===== src/rtl/dacSerialPkg.sv =====
package dacSerialPkg;

  // Strobes from the control unit to the datapath, one system cycle wide.
  typedef struct packed {
    logic shiftEn;  // move one serial bit into the frame register
    logic loadEn;   // commit the frame to the addressed channel
  } dacStrobes_t;

endpackage


===== src/rtl/dacInputSync.sv =====
module dacInputSync #(
  parameter int WIDTH  = 3,
  parameter int STAGES = 2
) (
  input  logic             clk,
  input  logic             rstN,
  input  logic [WIDTH-1:0] din,
  output logic [WIDTH-1:0] dout
);

  logic [STAGES-1:0][WIDTH-1:0] chain;

  always_ff @(posedge clk or negedge rstN) begin
    if (!rstN) begin
      chain <= '0;
    end else begin
      chain[0] <= din;
      for (int i = 1; i < STAGES; i++) begin
        chain[i] <= chain[i-1];
      end
    end
  end

  assign dout = chain[STAGES-1];

endmodule


===== src/rtl/dacCtrl.sv =====
module dacCtrl
  import dacSerialPkg::*;
(
  input  logic        clk,
  input  logic        rstN,
  input  logic        ldSync,
  input  logic        sclkSync,
  output dacStrobes_t strobes,
  output logic        sdoEn
);

  logic ldPrev;
  logic sclkPrev;

  always_ff @(posedge clk or negedge rstN) begin
    if (!rstN) begin
      ldPrev   <= 1'b0;
      sclkPrev <= 1'b0;
    end else begin
      ldPrev   <= ldSync;
      sclkPrev <= sclkSync;
    end
  end

  // A shift needs a rising shift clock while the strobe is high; a load needs
  // the strobe to go from high to low.
  always_comb begin
    strobes.shiftEn = sclkSync & ~sclkPrev & ldSync;
    strobes.loadEn  = ldPrev & ~ldSync;
  end

  assign sdoEn = ldSync;

endmodule


===== src/rtl/dacDatapath.sv =====
module dacDatapath
  import dacSerialPkg::*;
#(
  parameter int NUM_CH = 8,
  parameter int DATA_W = 14,
  parameter int ADDR_W = 4
) (
  input  logic                     clk,
  input  logic                     rstN,
  input  dacStrobes_t              strobes,
  input  logic                     sdiSync,
  output logic [NUM_CH*DATA_W-1:0] chCode,
  output logic                     sdo
);

  localparam int FRAME_W = ADDR_W + DATA_W;
  localparam logic [DATA_W-1:0] MID_CODE = DATA_W'(1) << (DATA_W - 1);

  logic [FRAME_W-1:0] frameReg;
  logic [ADDR_W-1:0]  frameAddr;
  logic [DATA_W-1:0]  frameData;
  logic [NUM_CH-1:0]  chSel;

  // Frame register: first bit in ends up at the top after FRAME_W shifts.
  always_ff @(posedge clk or negedge rstN) begin
    if (!rstN) begin
      frameReg <= '0;
    end else if (strobes.shiftEn) begin
      frameReg <= {frameReg[FRAME_W-2:0], sdiSync};
    end
  end

  assign frameAddr = frameReg[FRAME_W-1 -: ADDR_W];
  assign frameData = frameReg[DATA_W-1:0];
  assign sdo       = frameReg[FRAME_W-1];

  // One holding register per channel; address k+1 selects channel k.
  for (genvar g = 0; g < NUM_CH; g++) begin : gChan
    localparam logic [ADDR_W-1:0] CH_ADDR = ADDR_W'(g + 1);
    logic [DATA_W-1:0] chReg;

    assign chSel[g] = (frameAddr == CH_ADDR);

    always_ff @(posedge clk or negedge rstN) begin
      if (!rstN) begin
        chReg <= MID_CODE;
      end else if (strobes.loadEn && chSel[g]) begin
        chReg <= frameData;
      end
    end

    assign chCode[g*DATA_W +: DATA_W] = chReg;
  end

endmodule


===== src/rtl/dacSerialIf.sv =====
module dacSerialIf
  import dacSerialPkg::*;
#(
  parameter int NUM_CH      = 8,
  parameter int DATA_W      = 14,
  parameter int ADDR_W      = 4,
  parameter int SYNC_STAGES = 2
) (
  input  logic                     clk,
  input  logic                     rstN,
  input  logic                     serClk,
  input  logic                     serData,
  input  logic                     loadStrobe,
  output logic [NUM_CH*DATA_W-1:0] chCode,
  output logic                     sdo,
  output logic                     sdoEn
);

  logic [2:0]  rawPins;
  logic [2:0]  syncPins;
  dacStrobes_t strobes;

  assign rawPins = {loadStrobe, serClk, serData};

  dacInputSync #(
    .WIDTH (3),
    .STAGES(SYNC_STAGES)
  ) u_sync (
    .clk (clk),
    .rstN(rstN),
    .din (rawPins),
    .dout(syncPins)
  );

  dacCtrl u_ctrl (
    .clk     (clk),
    .rstN    (rstN),
    .ldSync  (syncPins[2]),
    .sclkSync(syncPins[1]),
    .strobes (strobes),
    .sdoEn   (sdoEn)
  );

  dacDatapath #(
    .NUM_CH(NUM_CH),
    .DATA_W(DATA_W),
    .ADDR_W(ADDR_W)
  ) u_dp (
    .clk    (clk),
    .rstN   (rstN),
    .strobes(strobes),
    .sdiSync(syncPins[0]),
    .chCode (chCode),
    .sdo    (sdo)
  );

endmodule


===== config.mk =====
export PLATFORM = sky130hd
export DESIGN_NAME = dacSerialIf
export DESIGN_NICKNAME = d
export VERILOG_FILES = /design/src/rtl/dacSerialPkg.sv /design/src/rtl/dacInputSync.sv /design/src/rtl/dacCtrl.sv /design/src/rtl/dacDatapath.sv /design/src/rtl/dacSerialIf.sv
export SDC_FILE = /design/constraint.sdc
export NUM_CORES = 1
export LEC_CHECK = 0
export BUFFER_PORTS_ARGS = -buffer_cell sky130_fd_sc_hd__clkbuf_2
export CORE_ASPECT_RATIO = 0.9
export CORE_MARGIN = 2
export CORE_UTILIZATION = 26
export DETAILED_ROUTE_END_ITERATION = 6
export PLACE_DENSITY = 0.46
export SYNTH_ARGS = -nofsm -noshare
export SYNTH_HDL_FRONTEND = slang
export SYNTH_SLANG_ARGS = --single-unit
export TNS_END_PERCENT = 30

===== constraint.sdc =====
create_clock -name clk -period 1.64 [get_ports clk]
set_input_delay 0.246 -clock clk [delete_from_list [all_inputs] [get_ports clk]]
set_output_delay 0.246 -clock clk [all_outputs]
set_load 0.01 [all_outputs]

# ---- Yosys cells after proc, flatten, opt, wreduce, memory -nomap -nowiden
# Cells that the tools add are included.
dict set report op_classes {
  shift 0
  n_eq_ne 8
  n_bitwise 5
  add_sub_neg 0
  n_reduce_logical 8
  mux 0
  n_mul 0
  div 0
  magnitude_cmp 0
}
# op n
set ops {}
lappend ops {{equality test 4 x 3 -> 1 bit, second input constant} 4}
lappend ops {{equality test 4 x 2 -> 1 bit, second input constant} 2}
lappend ops {{logical AND 1 bit} 8}
lappend ops {{equality test 4 x 1 -> 1 bit, second input constant} 1}
lappend ops {{equality test 4 bit, second input constant} 1}
lappend ops {{bitwise AND 1 bit} 3}
lappend ops {{inverter 1 bit} 2}
dict set report word_totals {
  output_inout_bits 114
  ff_bits 138
  ram_bits 0
  latch_bits 0
  romBits 0
  mem_count 0
}

# ---- Depth between registers and ports, before layout
# Gate-level depths: netlist of run 1.
dict set report depth {
  ltp_word 3
  ltp_mapped 5
  depth_no_buf 3
}

# ---- Hierarchy
# A second synthesis of run 1 with hierarchy kept.
dict set report hier_totals {
  hier_cells 314
  hier_area_um2 5185.0
}
# mod instances area_each_um2 cells_per_inst
set modules_own_cells {}
lappend modules_own_cells {dacDatapath 1 4939.7 300}
lappend modules_own_cells {dacInputSync 1 172.7 9}
lappend modules_own_cells {dacCtrl 1 72.6 5}

# ---- Worst setup path after synthesis of run 1
# Ideal clock, no wire load.
dict set report synth_path {
  path_type {register -> register}
  start {register u_dp.frameReg[17]}
  end {register u_dp.gChan[6].chReg[10]}
  slack_ps 53
  t_required_ps 1515
  path_stages_with_launch 6
  period_less_slack_ps 1587
  arrival_ps 1462
  setup_ps 125
  path_cell_list {dfrtp_1 nor2b_1 and4_1 buf_2 buf_4 mux2_2}
}
dict set report synth_between {
  elab_chain_len 2
}
# item line
set synth_lines {}
lappend synth_lines {{from (decl)} dacDatapath.sv:19} ;# logic [FRAME_W-1:0] frameReg;
lappend synth_lines {{from (signal assigned)} dacDatapath.sv:29} ;# frameReg <= {frameReg[FRAME_W-2:0], sdiSync};
lappend synth_lines {{equality test 4 x 3 -> 1 bit} dacDatapath.sv:42} ;# assign chSel[g] = (frameAddr == CH_ADDR);
lappend synth_lines {{logical AND 1 bit} dacDatapath.sv:47} ;# end else if (strobes.loadEn && chSel[g]) begin
lappend synth_lines {{to (signal assigned)} dacDatapath.sv:48} ;# chReg <= frameData;
lappend synth_lines {{to (decl)} dacDatapath.sv:40} ;# logic [DATA_W-1:0] chReg;
# No other way between the ends.
# A chain may end at the register's enable or synchronous reset.

# ---- Worst setup path in the final report of run 1
dict set report layout_path {
  start {register u_dp.frameReg[17]}
  end {register u_dp.gChan[2].chReg[1]}
}
dict set report layout_between {
  elab_chain_len 2
}
# item line
set layout_lines {}
lappend layout_lines {{equality test 4 x 2 -> 1 bit} dacDatapath.sv:42}
lappend layout_lines {{logical AND 1 bit} dacDatapath.sv:47}
lappend layout_lines {{to (signal assigned)} dacDatapath.sv:48}
lappend layout_lines {{to (decl)} dacDatapath.sv:40}
# No other way between the ends.

==> results of run 1 <==
## synth_stat cells (all sizes together)
library cell  number  area, µm²
nor2               1       3.75
nand2              5       18.8
nor2b              2       12.5
mux2             130       1460
nand4              1       6.26
and4bb             2       25.0
dfstp              8        210
nor4b              1       23.8
and4               1       8.76
dfrtp            130       3250
nand3b             2       18.8
buf               24        118
## power by group
| part | internal [mW] | switching [mW] | leakage, nW | total, mW |
|---|---|---|---|---|
| registers | 3.51 | 0.299 | 1.87 | 3.81 |
| clock network | 2.20 | 1.43 | 0.261 | 3.64 |
| logic | 0.122 | 0.105 | 1.51 | 0.226 |
| total | 5.83 | 1.83 | 3.63 | 7.67 |
## flip-flops by register name, summed over array words and instances, names as in the netlist
register          flops
u_ctrl.sclkPrev       1
u_dp.frameReg        18
u_sync.chain          3
u_ctrl.ldPrev         1
u_dp.gChan.chReg    112
u_sync.dout           3
## cell usage in the layout, fill, tap and decap left out
cell type	synthesis	layout
dfrtp_2	0	2
clkbuf_16	0	17
dfstp_2	8	8
buf_6	0	1
inv_6	0	1
nand2_1	5	5
mux2_1	11	11
nor2b_2	0	1
clkbuf_8	0	3
nor4b_4	1	1
clkinvlp_4	0	6
nand4_1	1	1
nor2b_1	2	1
buf_4	6	16
dfrtp_1	130	128
bufinv_16	0	1
mux2_2	119	119
nand3b_1	1	1
dlygate4sd3_1	0	4
and4bb_2	2	2
clkinv_2	0	2
and4_1	1	1
clkbuf_1	0	2
clkbuf_2	0	117
nor2_1	1	1
buf_12	0	7
nand3b_2	1	1
## layer usage
metal / global-route usage / wire (µm)
met4: 0.0432 / 135
met2: 0.210 / 6210
met3: 0.0396 / 576
met5: 0 / 0
met1: 0.158 / 5800
## repair_timing
action,4_1_cts,5_1_grt
hold buffers,4,0
setup endpoints to repair,0,29
gates resized for setup,0,3
endpoints found under the hold margin,38,0
## critical path, cell delays in order (launching register included)
cell	delay, ps
dfrtp_1	440
nor2_1	200
nand4_1	260
buf_4	270
mux2_2	280
## worst paths after layout
path | slack (ps) | start | cells past startpoint | end
max in group asynchronous | 680 | rstN | 3 | u_dp.frameReg[15]
min reg2reg | 350 | u_sync.chain[0] | 0 | u_sync.dout[0]
min in group clk | 350 | u_sync.chain[0] | 0 | u_sync.dout[0]
min | 340 | rstN | 2 | u_dp.gChan[0].chReg[0]
max reg2reg | 70 | u_dp.frameReg[17] | 4 | u_dp.gChan[2].chReg[1]
max | 70 | u_dp.frameReg[17] | 4 | u_dp.gChan[2].chReg[1]
## final cells by class
class	instances	area, µm²
Tap cell	250	313
Clock buffer	22	474
Multi-Input combinational cell	145	1580
Clock inverter	10	93.8
Sequential cell	138	3470
Timing Repair Buffer	145	897
Fill cell	1933	12500
## cells by family (layout without fill, tap and decap cells)
family / count (synthesis) / after routing / share of synthesized area
multiplexers: 130 / 130 / 0.284
AND/OR/NAND/NOR: 15 / 15 / 0.0228
flip-flops: 138 / 138 / 0.671
buffers and inverters: 24 / 177 / 0.0228
## per-stage QoR
step / power [mW] / instance area (µm²) / hold WS [ps] / util
floorplan: 3.88 / 5160 / -49.6 / -
global placement: 4.10 / 6210 / 205 / 0.321
detailed placement: 4.11 / 6210 / 210 / 0.321
CTS: 7.83 / 6820 / 328 / 0.353
global route: 8.05 / 6830 / 366 / 0.353
finish: 7.67 / 6830 / 337 / 0.353
==> metrics.md, run 1 <==
| Metric | Value |
|---|---|
| Status | finished, final reports clean |
| Setup WS pre-CTS | 50.7 ps |
| Chip Height | 138 µm |
| 1st-pass router iterations | 3 |
| Setup Buffers After CTS | 0 |
| FMAX | 638 MHz |
| Yosys reg bits | 138 |
| TNS Setup | 0 ps |
| Peak VDD IR | 0.000657 V |
| Placed cell count | 674 |
| Die width | 153 µm |
| Net count, final | 452 |
| Drt drc | 0 |
| Clock slew at reported path FFs | 60 ps |
| Vias in the first global route | 3261 |
| Final non-filler cell total | 710 |
| Critical path data arrival time | 1860 ps |
| Clock sinks | 138 |
| Minimum clock period | 1570 ps |
| Placer Congestion | 0.716 |
| Initial DRC Count | 135 |
| Synth Net Count | 312 |
| Num CTS Buffers | 17 |
| Cell area after synthesis | 0.00516 mm² |
| Number of max-cap violations | 0 |
| CP Max Fanout | 8 |
| Crit. End Element | register |
| Post-synthesis sequential area ratio | 0.671 |
| Share of layout cells above drive strength 1 | 0.663 |
| DP HPWL | 8.70 mm |
| WP data required | 1930 ps |
| Worst slew pin tran | 454 ps |
| Startpoint types | register |
| # rows | 48 |
| Detail Route Antenna Nets | 0 |
| Mapped Cells | 307 |
| Total GRT Usage | 0.127 |
| Routed vias | 3035 |
| Final period util | 0.955 |
| Global-route wire length before repair | 19.6 mm |
| Worst Skew | 8.17 ps |
| Avg Inst Size Synth | 16.8 µm² |
| Endpoints failing setup | 0 |
| Final slew viol count | 0 |
| Area growth, synth to finish | 32.3% |
| Worst min-delay path class | in -> async |
| Vias per std cell | 4.27 |
| Initial antenna violation count | 0 |
| H-tree Lvls | 4 |
| # diodes | 0 |
| Synth warnings | 0 |
| Cell area power density | 1120 mW/mm² |
| Setup WS post-layout | 73.1 ps |
| Relative max-transition margin | 0.697 |
| Detailed Route WL | 12.7 mm |
| Die area | 0.0210 mm² |
| Final hold vios | 0 |
| Largest net degree at the start of global routing | 45 |
| Ports | 119 |
| Setup CP Type | reg -> reg |
| RSZ-0062 raised after global routing | no |
| Pleak | 3.63 nW |
| Wirelength per Cell | 17.9 µm |
| Clk Latency, worst-skew pair | 410 ps |
| CTS tree | built |
| Starting Density | 0.267 |
| I/O Buffers | 118 |
| Clock Tree Buf Depth | 2 |
| Total core area | 0.0193 mm² |
| Grt ovf | 0 |
| Clock Tree Root | clkbuf_16 |
| Post-synth cell types | 16 |
(Power assumes the default switching activity.)
==> run 2: changes to the inputs <==
--- a/config.mk
+++ b/config.mk
@@ -10,7 +10,7 @@
 export CORE_MARGIN = 2
 export CORE_UTILIZATION = 26
 export DETAILED_ROUTE_END_ITERATION = 6
-export PLACE_DENSITY = 0.46
+export PLACE_DENSITY = 0.5
 export SYNTH_ARGS = -nofsm -noshare
 export SYNTH_HDL_FRONTEND = slang
 export SYNTH_SLANG_ARGS = --single-unit
==> metrics.md, run 2 (synthesis gave the netlist of run 1 again) <==
| Metric | Value |
|---|---|
| Max reg flops | 112 (unchanged) |
| Clock sinks | 138 (unchanged) |
| Pleak | 3.69 nW (was 3.63 nW) |
| Critical path data arrival time | 1860 ps (about the same) |
| Relative max-transition margin | 0.664 (was 0.697) |
| CP Cell Sequence | nor2b_2, and4_1, buf_4, mux2_2 (was nor2_1, nand4_1, buf_4, mux2_2) |
| Most common cell after layout, fill and taps aside | dfrtp_1 (unchanged) |
| Status | finished, final reports clean (unchanged) |
| Worst min-delay path class | in -> async (unchanged) |
| Largest Register | u_dp.gChan.chReg (unchanged) |
| Total GRT Usage | 0.128 (was 0.127) |
| Vias per std cell | 4.29 (was 4.27) |
| 1st-pass router iterations | 4 (was 3) |
| Ports | 119 (unchanged) |
| Clk Latency, worst-skew pair | 420 ps (was 410 ps) |
| Chip Height | 138 µm (unchanged) |
| Final slew viol count | 0 (unchanged) |
| Setup CP Type | reg -> reg (unchanged) |
| CTS tree | built (unchanged) |
| Detail Route Antenna Nets | 0 (unchanged) |
| Cell area power density | 1200 mW/mm² (was 1120 mW/mm²) |
| Clock slew at reported path FFs | 60 ps (about the same) |
| H-tree Lvls | 4 (unchanged) |
| Area growth, synth to finish | 34.2% (was 32.3%) |
| Worst Skew | 11.0 ps (was 8.17 ps) |
| Number of max-cap violations | 0 (unchanged) |
| Peak VDD IR | 0.000671 V (was 0.000657 V) |
| Initial DRC Count | 128 (was 135) |
| Detailed Route WL | 12.8 mm (was 12.7 mm) |
| Routed vias | 3039 (was 3035) |
| Post-layout util | 0.358 (was 0.353) |
| Final hold vios | 0 (unchanged) |
| Worst path max stage delay | 430 ps (was 440 ps) |
| Minimum clock period | 1570 ps (about the same) |
| Final Hold Slack | 347 ps (was 337 ps) |
| Slowest CP cell | dfrtp_1 (unchanged) |
| Share of layout cells above drive strength 1 | 0.662 (was 0.663) |
| Drt drc | 0 (unchanged) |
| Clock Tree Root | clkbuf_16 (unchanged) |
| # rows | 48 (unchanged) |
| Multi-input combinational cell area | 0.00158 mm² (unchanged) |
| Final period util | 0.958 (was 0.955) |
| Die area | 0.0210 mm² (unchanged) |
| Endpoints failing setup | 0 (unchanged) |
| Num CTS Buffers | 17 (unchanged) |
| CP Max Fanout | 8 (unchanged) |
| Total core area | 0.0193 mm² (unchanged) |
| FMAX | 636 MHz (was 638 MHz) |
| Net count, final | 451 (was 452) |
| Placer Congestion | 0.730 (was 0.716) |
| Die width | 153 µm (unchanged) |
| Initial antenna violation count | 0 (unchanged) |
| Global-route wire length before repair | 19.7 mm (was 19.6 mm) |
| Crit. End Element | register (unchanged) |
| Fill cells | 1898 (was 1933) |
| # diodes | 0 (unchanged) |
| Startpoint types | register (unchanged) |
| Starting Density | 0.267 (unchanged) |
| Vias in the first global route | 3252 (was 3261) |
| Worst slew pin tran | 503 ps (was 454 ps) |
| DP HPWL | 8.75 mm (was 8.70 mm) |
| Most frequent cells in the layout | dfrtp_1 (127), mux2_2 (119), clkbuf_2 (117), clkbuf_16 (17), buf_4 (13) (was dfrtp_1 (128), mux2_2 (119), clkbuf_2 (117), clkbuf_16 (17), buf_4 (16)) |
| Grt ovf | 0 (unchanged) |
| Largest net degree at the start of global routing | 47 (was 45) |
| Clock Tree Buf Depth | 2 (unchanged) |
| Flip-flop and latch area | 0.00347 mm² (about the same) |
| Wirelength per Cell | 18.0 µm (was 17.9 µm) |
| I/O Buffers | 118 (unchanged) |
| Largest registers | u_dp.gChan.chReg (112), u_dp.frameReg (18) (unchanged) |
| WP data required | 1930 ps (about the same) |
## run 2: final cells by class
cell class / count / area share
clock buffers: 20 / 0.0630
well taps: 250 / 0.0451
repair buffers: 144 / 0.131
multi-input cells: 145 / 0.229
flip-flops and latches: 138 / 0.500
clock inverters: 12 / 0.0321
## run 2: metal layers
metal	share of wire	up-vias	global-route usage
met5	0	-	0
met3	0.062	15	0.0497
met1	0.45	1585	0.163
met4	0.017	0	0.0489
met2	0.47	84	0.198
li1	-	1355	-
## run 2: critical path, delay by kind of cell, from the launching register on
kind	cells	cell delay (ps)
and+or+nand+nor	2	460
muxes	1	350
buffers and inverters	1	210
DFF	1	430
## run 2: final timing paths
check | depth (start not counted) | startpoint | slack, ps | end
min in group clk | 0 | u_sync.chain[1] | 350 | u_sync.dout[1]
max in group asynchronous | 3 | rstN | 670 | u_dp.gChan[7].chReg[13]
max | 4 | u_dp.frameReg[17] | 70 | u_dp.gChan[6].chReg[0]
min reg2reg | 0 | u_sync.chain[1] | 350 | u_sync.dout[1]
min | 2 | rstN | 350 | u_dp.gChan[0].chReg[2]
max reg2reg | 4 | u_dp.frameReg[17] | 70 | u_dp.gChan[6].chReg[0]
## run 2: timing repair
item / 4_1_cts / 5_1_grt
endpoints found under the hold margin: 38 / 0
setup endpoints to repair: 0 / 28
resized for setup: 0 / 5
setup buffers: 0 / 0
hold buffers: 4 / 0
## run 2: report_power, final
part | total (mW) | internal (mW) | switching (mW)
clock network | 4.28 | 2.85 | 1.43
registers | 3.79 | 3.51 | 0.285
logic | 0.231 | 0.126 | 0.105
## run 2: through the flow
| step | setup TNS, ps | instances | power, mW | area, µm² | setup WS [ps] |
|---|---|---|---|---|---|
| finish | 0 | 709 | 8.30 | 6930 | 68.5 |
| global route | -17.0 | 709 | 8.65 | 6930 | -7.62 |
| CTS | 0 | 709 | 8.44 | 6920 | 2.04 |
| detailed placement | 0 | 673 | 4.10 | 6220 | 17.8 |
| global placement | 0 | 673 | 4.08 | 6220 | 45.8 |
| floorplan | 0 | 307 | 3.88 | 5160 | 53.3 |
